[src/rtl/scg_pkg.sv]
package scg_pkg;

    localparam int MAX_CODE_W = 3;
    localparam int CNT_W      = 6;

    typedef enum logic {
        ARB_TX_FIRST = 1'b0,
        ARB_RX_FIRST = 1'b1
    } arb_state_e;

    function automatic logic [CNT_W-1:0] ceiling_of(input logic [MAX_CODE_W-1:0] code);
        logic [CNT_W-1:0] lim;
        unique case (code)
            3'd0: lim = CNT_W'(1);
            3'd1: lim = CNT_W'(2);
            3'd2: lim = CNT_W'(3);
            3'd3: lim = CNT_W'(4);
            3'd4: lim = CNT_W'(8);
            3'd5: lim = CNT_W'(12);
            3'd6: lim = CNT_W'(16);
            default: lim = CNT_W'(32);
        endcase
        return lim;
    endfunction

endpackage

[src/rtl/scg_limit_decode.sv]
module scg_limit_decode
    import scg_pkg::*;
#(
    parameter int BYTES_CODE_W = 2,
    parameter int BYTES_BASE   = 512,
    localparam int BYTES_W     = $clog2(BYTES_BASE) + (1 << BYTES_CODE_W)
) (
    input  logic [MAX_CODE_W-1:0]   max_code,
    input  logic [BYTES_CODE_W-1:0] bytes_code,
    output logic [CNT_W-1:0]        max_lim,
    output logic [BYTES_W-1:0]      rd_bytes
);

    always_comb begin
        max_lim  = ceiling_of(max_code);
        rd_bytes = BYTES_W'(BYTES_BASE) << bytes_code;
    end

endmodule

[src/rtl/scg_credit_ctr.sv]
module scg_credit_ctr
    import scg_pkg::*;
(
    input  logic             clk,
    input  logic             rst_n,
    input  logic             take,
    input  logic             give_back,
    output logic [CNT_W-1:0] cnt,
    output logic             bad_cpl
);

    logic [CNT_W-1:0] cnt_d;
    logic             ret_ok;

    always_comb begin
        ret_ok = give_back && (cnt != '0);
        cnt_d  = cnt + CNT_W'(take) - CNT_W'(ret_ok);
    end

    always_ff @(posedge clk) begin
        if (!rst_n) begin
            cnt     <= '0;
            bad_cpl <= 1'b0;
        end else begin
            cnt     <= cnt_d;
            bad_cpl <= give_back && (cnt == '0);
        end
    end

endmodule

[src/rtl/scg_rr_arb.sv]
module scg_rr_arb
    import scg_pkg::*;
(
    input  logic clk,
    input  logic rst_n,
    input  logic tx_elig,
    input  logic rx_elig,
    output logic tx_win,
    output logic rx_win
);

    arb_state_e state_q, state_d;

    always_ff @(posedge clk) begin
        if (!rst_n) state_q <= ARB_TX_FIRST;
        else        state_q <= state_d;
    end

    always_comb begin
        state_d = state_q;
        unique case (state_q)
            ARB_TX_FIRST: if (tx_elig) state_d = ARB_RX_FIRST;
            ARB_RX_FIRST: if (rx_elig) state_d = ARB_TX_FIRST;
        endcase
    end

    always_comb begin
        tx_win = 1'b0;
        rx_win = 1'b0;
        unique case (state_q)
            ARB_TX_FIRST: begin
                if (tx_elig)      tx_win = 1'b1;
                else if (rx_elig) rx_win = 1'b1;
            end
            ARB_RX_FIRST: begin
                if (rx_elig)      rx_win = 1'b1;
                else if (tx_elig) tx_win = 1'b1;
            end
        endcase
    end

endmodule

[src/rtl/split_credit_gate.sv]
module split_credit_gate
    import scg_pkg::*;
#(
    parameter int SHARED_W     = 5,
    parameter int BYTES_CODE_W = 2,
    parameter int BYTES_BASE   = 512,
    localparam int BYTES_W     = $clog2(BYTES_BASE) + (1 << BYTES_CODE_W)
) (
    input  logic                    clk,
    input  logic                    rst_n,
    input  logic [MAX_CODE_W-1:0]   cfg_max_code,
    input  logic [SHARED_W-1:0]     cfg_shared_lim,
    input  logic [BYTES_CODE_W-1:0] cfg_rd_bytes_code,
    input  logic                    tx_req,
    input  logic                    rx_req,
    input  logic                    cpl_pulse,
    output logic                    tx_gnt,
    output logic                    rx_gnt,
    output logic [BYTES_W-1:0]      gnt_bytes,
    output logic                    cpl_err
);

    logic [CNT_W-1:0]   max_lim;
    logic [CNT_W-1:0]   cnt_q;
    logic [BYTES_W-1:0] rd_bytes;
    logic               room, tx_room, tx_elig, rx_elig, any_gnt;

    scg_limit_decode #(
        .BYTES_CODE_W (BYTES_CODE_W),
        .BYTES_BASE   (BYTES_BASE)
    ) u_dec (
        .max_code   (cfg_max_code),
        .bytes_code (cfg_rd_bytes_code),
        .max_lim    (max_lim),
        .rd_bytes   (rd_bytes)
    );

    always_comb begin
        room    = cnt_q < max_lim;
        tx_room = room && ((cfg_shared_lim == '0) || (cnt_q < CNT_W'(cfg_shared_lim)));
        tx_elig = rst_n && tx_req && tx_room;
        rx_elig = rst_n && rx_req && room;
    end

    scg_rr_arb u_arb (
        .clk     (clk),
        .rst_n   (rst_n),
        .tx_elig (tx_elig),
        .rx_elig (rx_elig),
        .tx_win  (tx_gnt),
        .rx_win  (rx_gnt)
    );

    assign any_gnt   = tx_gnt || rx_gnt;
    assign gnt_bytes = any_gnt ? rd_bytes : '0;

    scg_credit_ctr u_ctr (
        .clk       (clk),
        .rst_n     (rst_n),
        .take      (any_gnt),
        .give_back (cpl_pulse),
        .cnt       (cnt_q),
        .bad_cpl   (cpl_err)
    );

endmodule

[config.mk]
export PLATFORM = sky130hd
export DESIGN_NAME = split_credit_gate
export DESIGN_NICKNAME = d
export VERILOG_FILES = /design/src/rtl/scg_pkg.sv /design/src/rtl/scg_limit_decode.sv /design/src/rtl/scg_credit_ctr.sv /design/src/rtl/scg_rr_arb.sv /design/src/rtl/split_credit_gate.sv
export SDC_FILE = /design/constraint.sdc
export NUM_CORES = 1
export LEC_CHECK = 0
export BUFFER_PORTS_ARGS = -buffer_cell sky130_fd_sc_hd__buf_2
export CAP_MARGIN = 20
export CORE_UTILIZATION = 53
export CTS_BUF_LIST = sky130_fd_sc_hd__clkbuf_8
export DETAILED_ROUTE_END_ITERATION = 6
export PLACE_DENSITY = 0.78
export SYNTH_ARGS = -nofsm -noshare
export SYNTH_HDL_FRONTEND = slang
export SYNTH_HIERARCHICAL = 1
export SYNTH_SLANG_ARGS = --single-unit
[constraint.sdc]
create_clock -name clk -period 4.2 [get_ports clk]
set_input_delay 0.84 -clock clk [delete_from_list [all_inputs] [get_ports clk]]
set_output_delay 0.84 -clock clk [all_outputs]
set_load 0.05 [all_outputs]
* Yosys cells after proc, flatten, opt, wreduce, memory -nomap -nowiden *
Cells that the tools add are included.

word-level totals
  register bits = 8
  output and inout port bits = 16
  word-level logic and storage cells = 38

cells by class
  bitwise gates (word level) = 1
  order comparisons = 2
  equal/unequal tests = 6
  shifts and indexed selects = 1
  mux-type cells = 10
  reduce and logical (&&, ||, !) cells = 13
  add/subtract/negate cells = 2

operators with widths
  cell                                                                 count
  6-bit one-hot mux with 7 select lines                                1
  13-bit two-way mux                                                   1
  10-bit by 2-bit << shifter with 13-bit output, first input constant  1
  3-bit == test, second input constant                                 3
  1-bit logical AND                                                    7
  6-bit by 1-bit adder with 6-bit output                               1
  3-bit by 2-bit == test with 1-bit output, second input constant      2
  6-bit logical NOT                                                    1
  6-bit by 5-bit less-than comparator with 1-bit output                1
  6-bit less-than comparator                                           1
  1-bit one-hot mux with 2 select lines                                3
  6-bit nonzero test                                                   1
  6-bit by 1-bit subtractor with 6-bit output                          1
  5-bit logical NOT                                                    1
  1-bit two-way mux                                                    5
  3-bit by 1-bit == test with 1-bit output, second input constant      1
  3-bit logical NOT                                                    1
  1-bit logical OR                                                     2
  1-bit inverter                                                       1

* Logic depth before layout (Yosys ltp) *
  depth after elaboration = 11
  depth in mapped cells = 19
  mapped depth without buffers = 18

* Hierarchy *
The synthesis kept the hierarchy.

modules (own cells, without submodules)
  module             instances  sequential area each (sq um)  cells an instance  area each (sq um)
  scg_credit_ctr     1          140.1                         51                 485.5
  split_credit_gate  1          0.0                           50                 344.1
  scg_limit_decode   1          0.0                           23                 146.4
  scg_rr_arb         1          20.0                          6                  51.3

* Worst setup path after synthesis *
No wires, ideal clock.

  path kind = input port to output port
  from = input port cfg_max_code[1]
  to = output port gnt_bytes[10]
  required time = 3.360 ns
  data arrival time = 4.063 ns
  stages on the path = 13
  path slack = -0.703 ns
  cell sequence = xnor2_1 nor2_1 inv_1 ha_1 or3b_1 o2111ai_1 a21boi_1 o21ai_1 and3_1 a21boi_1 nor2_1 clkbuf_1 nor2b_1

on the way
  elaborated cells on any way between the ends = 20

RTL lines
  what                                       RTL line                            text
  from (decl)                                split_credit_gate.sv:11             input logic [MAX_CODE_W-1:0] cfg_max_code,
  3-bit == test (tied with other cells)      scg_pkg.sv:13                       unique case (code)
  6-bit one-hot mux with 7 select lines (*)  scg_pkg.sv:13
  via max_lim[1]                             split_credit_gate.sv:23             logic [CNT_W-1:0] max_lim;
  6-bit less-than comparator (*)             split_credit_gate.sv:39             room = cnt_q < max_lim;
  1-bit logical AND (*)                      split_credit_gate.sv:42             rx_elig = rst_n && rx_req && room;
  via rx_elig                                split_credit_gate.sv:26             logic room, tx_room, tx_elig, rx_elig, any_gnt;
  1-bit two-way mux (*)                      scg_rr_arb.sv:33, scg_rr_arb.sv:36
  1-bit two-way mux                          scg_rr_arb.sv:32                    if (tx_elig) tx_win = 1'b1;
  1-bit one-hot mux with 2 select lines (*)  scg_rr_arb.sv:30                    unique case (state_q)
  via rx_gnt                                 split_credit_gate.sv:18             output logic rx_gnt,
  1-bit logical OR (*)                       split_credit_gate.sv:54             assign any_gnt = tx_gnt || rx_gnt;
  13-bit two-way mux (*)                     split_credit_gate.sv:55             assign gnt_bytes = any_gnt ? rd_bytes : '0;
  to (decl)                                  split_credit_gate.sv:19             output logic [BYTES_W-1:0] gnt_bytes,

The timed path passes the listed nets; every way through them passes the cells marked *.

* Worst setup path after layout *
  from = input port cfg_max_code[1]
  to = output port gnt_bytes[12]

on the way
  elaborated cells on any way between the ends = 20

RTL lines
  what                                       RTL line
  3-bit == test (tied with other cells)      scg_pkg.sv:13
  6-bit one-hot mux with 7 select lines (*)  scg_pkg.sv:13
  via max_lim[1]                             split_credit_gate.sv:23
  6-bit less-than comparator (*)             split_credit_gate.sv:39
  1-bit logical AND (*)                      split_credit_gate.sv:42
  via rx_elig                                split_credit_gate.sv:26
  1-bit two-way mux                          scg_rr_arb.sv:33, scg_rr_arb.sv:36
  1-bit two-way mux                          scg_rr_arb.sv:32
  1-bit one-hot mux with 2 select lines      scg_rr_arb.sv:30
  1-bit logical OR (*)                       split_credit_gate.sv:54
  13-bit two-way mux (*)                     split_credit_gate.sv:55

Marks and branches as above.

==> flow_metrics.tcl <==
set metrics [dict create \
    syn_to_final_growth_pct 14.37 \
    clock_path_buffers 2 \
    switching_share_pct 50.90 \
    final_cell_mix "buf_2 (21), inv_1 (19), ha_1 (17)" \
    worstRegToRegCells 14 \
    place_ws_ps 228.1 \
    synth_flop_cell "dfxtp_1" \
    dpl.hpwl_microns 1563 \
    wire_per_inst_microns 10.58 \
    syn_avg_cell_area_sq_um 7.902 \
    crit_chain "buf_2 -> xnor2_1 -> nor2_1 -> inv_1 -> ha_1 -> or3b_1 -> o2111ai_1 -> a21boi_1 -> o21ai_1 -> and3_1 -> nand2_1 -> and2_1 -> nor2_1 -> buf_4 -> nor2b_1 -> buf_2" \
    synth_edf_count 0 \
    finalHoldViolCount 0 \
    worstMarginPinSlew_ps 944.0 \
    dieArea_sq_um 2118 \
    critPathLaunchType "input port" \
    io_buffers 21 \
    cts_resized 0 \
    numCtsBuffers 3 \
    placed_area_sq_um 1134 \
    cp.buffers_inverters 4 \
    start_util_pct 58.23 \
    p_comb_share_pct 70.2 \
    grt_pass1_vias 753 \
    slew_violations 0 \
    crit_path_start "cfg_max_code[1]" \
    synth_top_area_share_pct 20.71 \
    r2r_slack_ps 1230 \
    grt_first_pass_wirelength_microns 2960 \
    yosysTopAreaCell "ha_1" \
    pwr-share-seq_pct 17.8 \
    ys_warn_count 6 \
    critical_path_class "in -> out" \
    tritoncts "yes" \
    clkPwrFrac_pct 11.9 \
    antenna_found_initial 0 \
    cpPeakStageDelay_ps 340 \
    row_count 15 \
    path_depth 16 \
    max_cap_violations 0 \
    mappedNetlistArea_sq_um 1027 \
    io_pins 31 \
    ant_nets 0 \
    period_share_pct 94.03 \
    max_freq_mhz 253.2 \
    dp_cells 174 \
    vdd_ir_drop_max_mv 0.3466 \
    cp_top_family "simple AND/OR/NAND/NOR gates" \
    worstSkewPairLatency_ps 220 \
    synthTopCellsByArea "ha_1 (21%), dfxtp_1 (16%), nor2b_1 (11%)" \
    critPathRequiredTime_ps 3360 \
    critPathCaptureType "primary output" \
    core_area_sq_um 1764 \
    die_x_microns 46.03 \
    drt-pass1-iter-count 4 \
    slowest_stage "or3b_1" \
    fin_skew_ps 2.130 \
    nNetsFinal 187 \
    drt-initial-drc-count 16 \
    grt_max_degree 16 \
    status "finished clean" \
    critPathMaxFanout 13 \
    rsz0062_at_grt "false" \
    postSynthCellCount 130 \
    synth-seq-area-share_pct 15.59 \
    layout-drive-gt1-share_pct 21.05 \
    clock_sinks 8 \
    n_antenna_cell 0 \
    cp.arrival_ps 3110 \
    power_density_nw_per_um2 631.0 \
    final_cells 177 \
    overflow 0 \
    p_sw_mw 0.3773 \
    path_clk_slew_ps 40 \
    min_period_ps 3949 \
    synth_cell_types 37 \
    min_path_type "reg -> reg" \
    htreeDepth 1 \
    timing.rr.start "u_ctr/cnt[3]" \
    async_flop_share_pct 0 \
    cp-endpoint "gnt_bytes[12]" \
    drc 0 \
    timing.slew.headroom_pct 36.94 \
    worst_slack_ps 250.9 \
    cts_root_buf "clkbuf_8" \
    final-setup-viol-count 0 \
    place_congestion 0.7591 \
    final_common_cell "buf_2" \
    vias_per_cell 5.000 \
    grt_usage_pct 19.66 \
    die_y_microns 46.03 \
    routed_wl_microns 1872 \
    post_cts_buffers 0 \
    num_vias 885 \
    power_leakage_nw 0.6058 \
    reg2reg_to "u_ctr/cnt[4]" \
    design_area_sq_um 1175 \
    intPower_mw 0.3640 \
    holdPathStages 1 \
    holdBufCountCts 0 \
    ys_seq_elements 8 \
]
worst min-delay path by stage:
stage	slack, ps	end	from
final	510	u_arb/state_q	u_arb/state_q
after global routing	560	u_arb/state_q	u_arb/state_q
after floorplan	480	u_arb/state_q	u_arb/state_q
after global placement	500	u_arb/state_q	u_arb/state_q
after detailed placement	510	u_arb/state_q	u_arb/state_q
after CTS	520	u_arb/state_q	u_arb/state_q
synthesized netlist by cell type (2+ instances only):
cell type,instances
a211oi_1,2
a21boi_1,2
a21o_1,2
a21oi_1,3
and2_1,5
and3_1,3
and4_1,2
buf_4,10
dfxtp_1,8
ha_1,17
inv_1,19
mux2i_1,2
nand2_1,4
nand2b_1,3
nand3_1,2
nor2_1,6
nor2b_1,18
nor4b_1,2
o21ai_0,2
stage by stage:
| stage | util (%) | hold WS (ps) | total power [mW] | setup TNS (ps) |
|---|---|---|---|---|
| 4_1_cts | 66.60 | 516.2 | 0.7428 | 0 |
| 2_1_floorplan | - | 475.0 | 0.5591 | -480.7 |
| 5_1_grt | 66.60 | 558.2 | 0.8158 | 0 |
| 3_5_place_dp | 64.26 | 507.5 | 0.6476 | 0 |
| 6_report | 66.60 | 512.9 | 0.7413 | 0 |
| 3_3_place_gp | 64.26 | 496.2 | 0.6322 | 0 |
power groups by stage:
stage,combinational (mW),clock (mW),sequential (mW)
2_1_floorplan,0.430,0,0.129
3_3_place_gp,0.498,0,0.134
3_5_place_dp,0.513,0,0.134
4_1_cts,0.521,0.0887,0.133
5_1_grt,0.585,0.0943,0.137
6_report,0.521,0.0884,0.132
worst register-to-register path: stages (launching register included):
cell      delay, ps
dfxtp_1         400
ha_1            270
a21o_1          170
a211oi_1        230
o21ai_0         110
o21ai_0         100
and4_1          270
a21boi_2         70
nor2_1          150
inv_1            60
ha_1            240
fa_1            410
a21oi_1         160
o21bai_1        100
mux2i_1         120
registers in the layout, summed over array words and instances, names as in the netlist:
| signal | cells |
|---|---|
| u_arb/state_q | 1 |
| u_ctr/bad_cpl | 1 |
| u_ctr/cnt | 6 |
layer usage:
metal / vias up / share of wire, % / wire, microns / global-route usage (%)
li1: 464 / - / - / -
met1: 398 / 45 / 834 / 22.91
met2: 17 / 51 / 961 / 34.93
met3: 6 / 2.1 / 40 / 1.587
met4: 0 / 1.9 / 35 / 10.59
met5: - / 0 / 0 / 0
cell type report:
class	instances	area (sq um)
multi-input combinational	100	758.2
fill	178	589.3
sequential	8	160.2
inverter	19	71.32
clock buffer	3	41.29
timing repair buffer	22	112.6
tap	25	31.28
logic make-up (layout without fill, tap and decap cells):
kind of cell    after synthesis  after routing  share of synthesized area (%)
mux                           2              2                          1.949
buf+inv                      30             44                          14.62
xor+xnor                      2              2                          1.706
compound gates               20             20                          13.88
simple gates                 49             49                          29.23
flops                         8              8                          15.59
other cells                   1              9                         0.3651
fa+ha+maj                    18             18                          22.65
(Power assumes the default switching activity.)
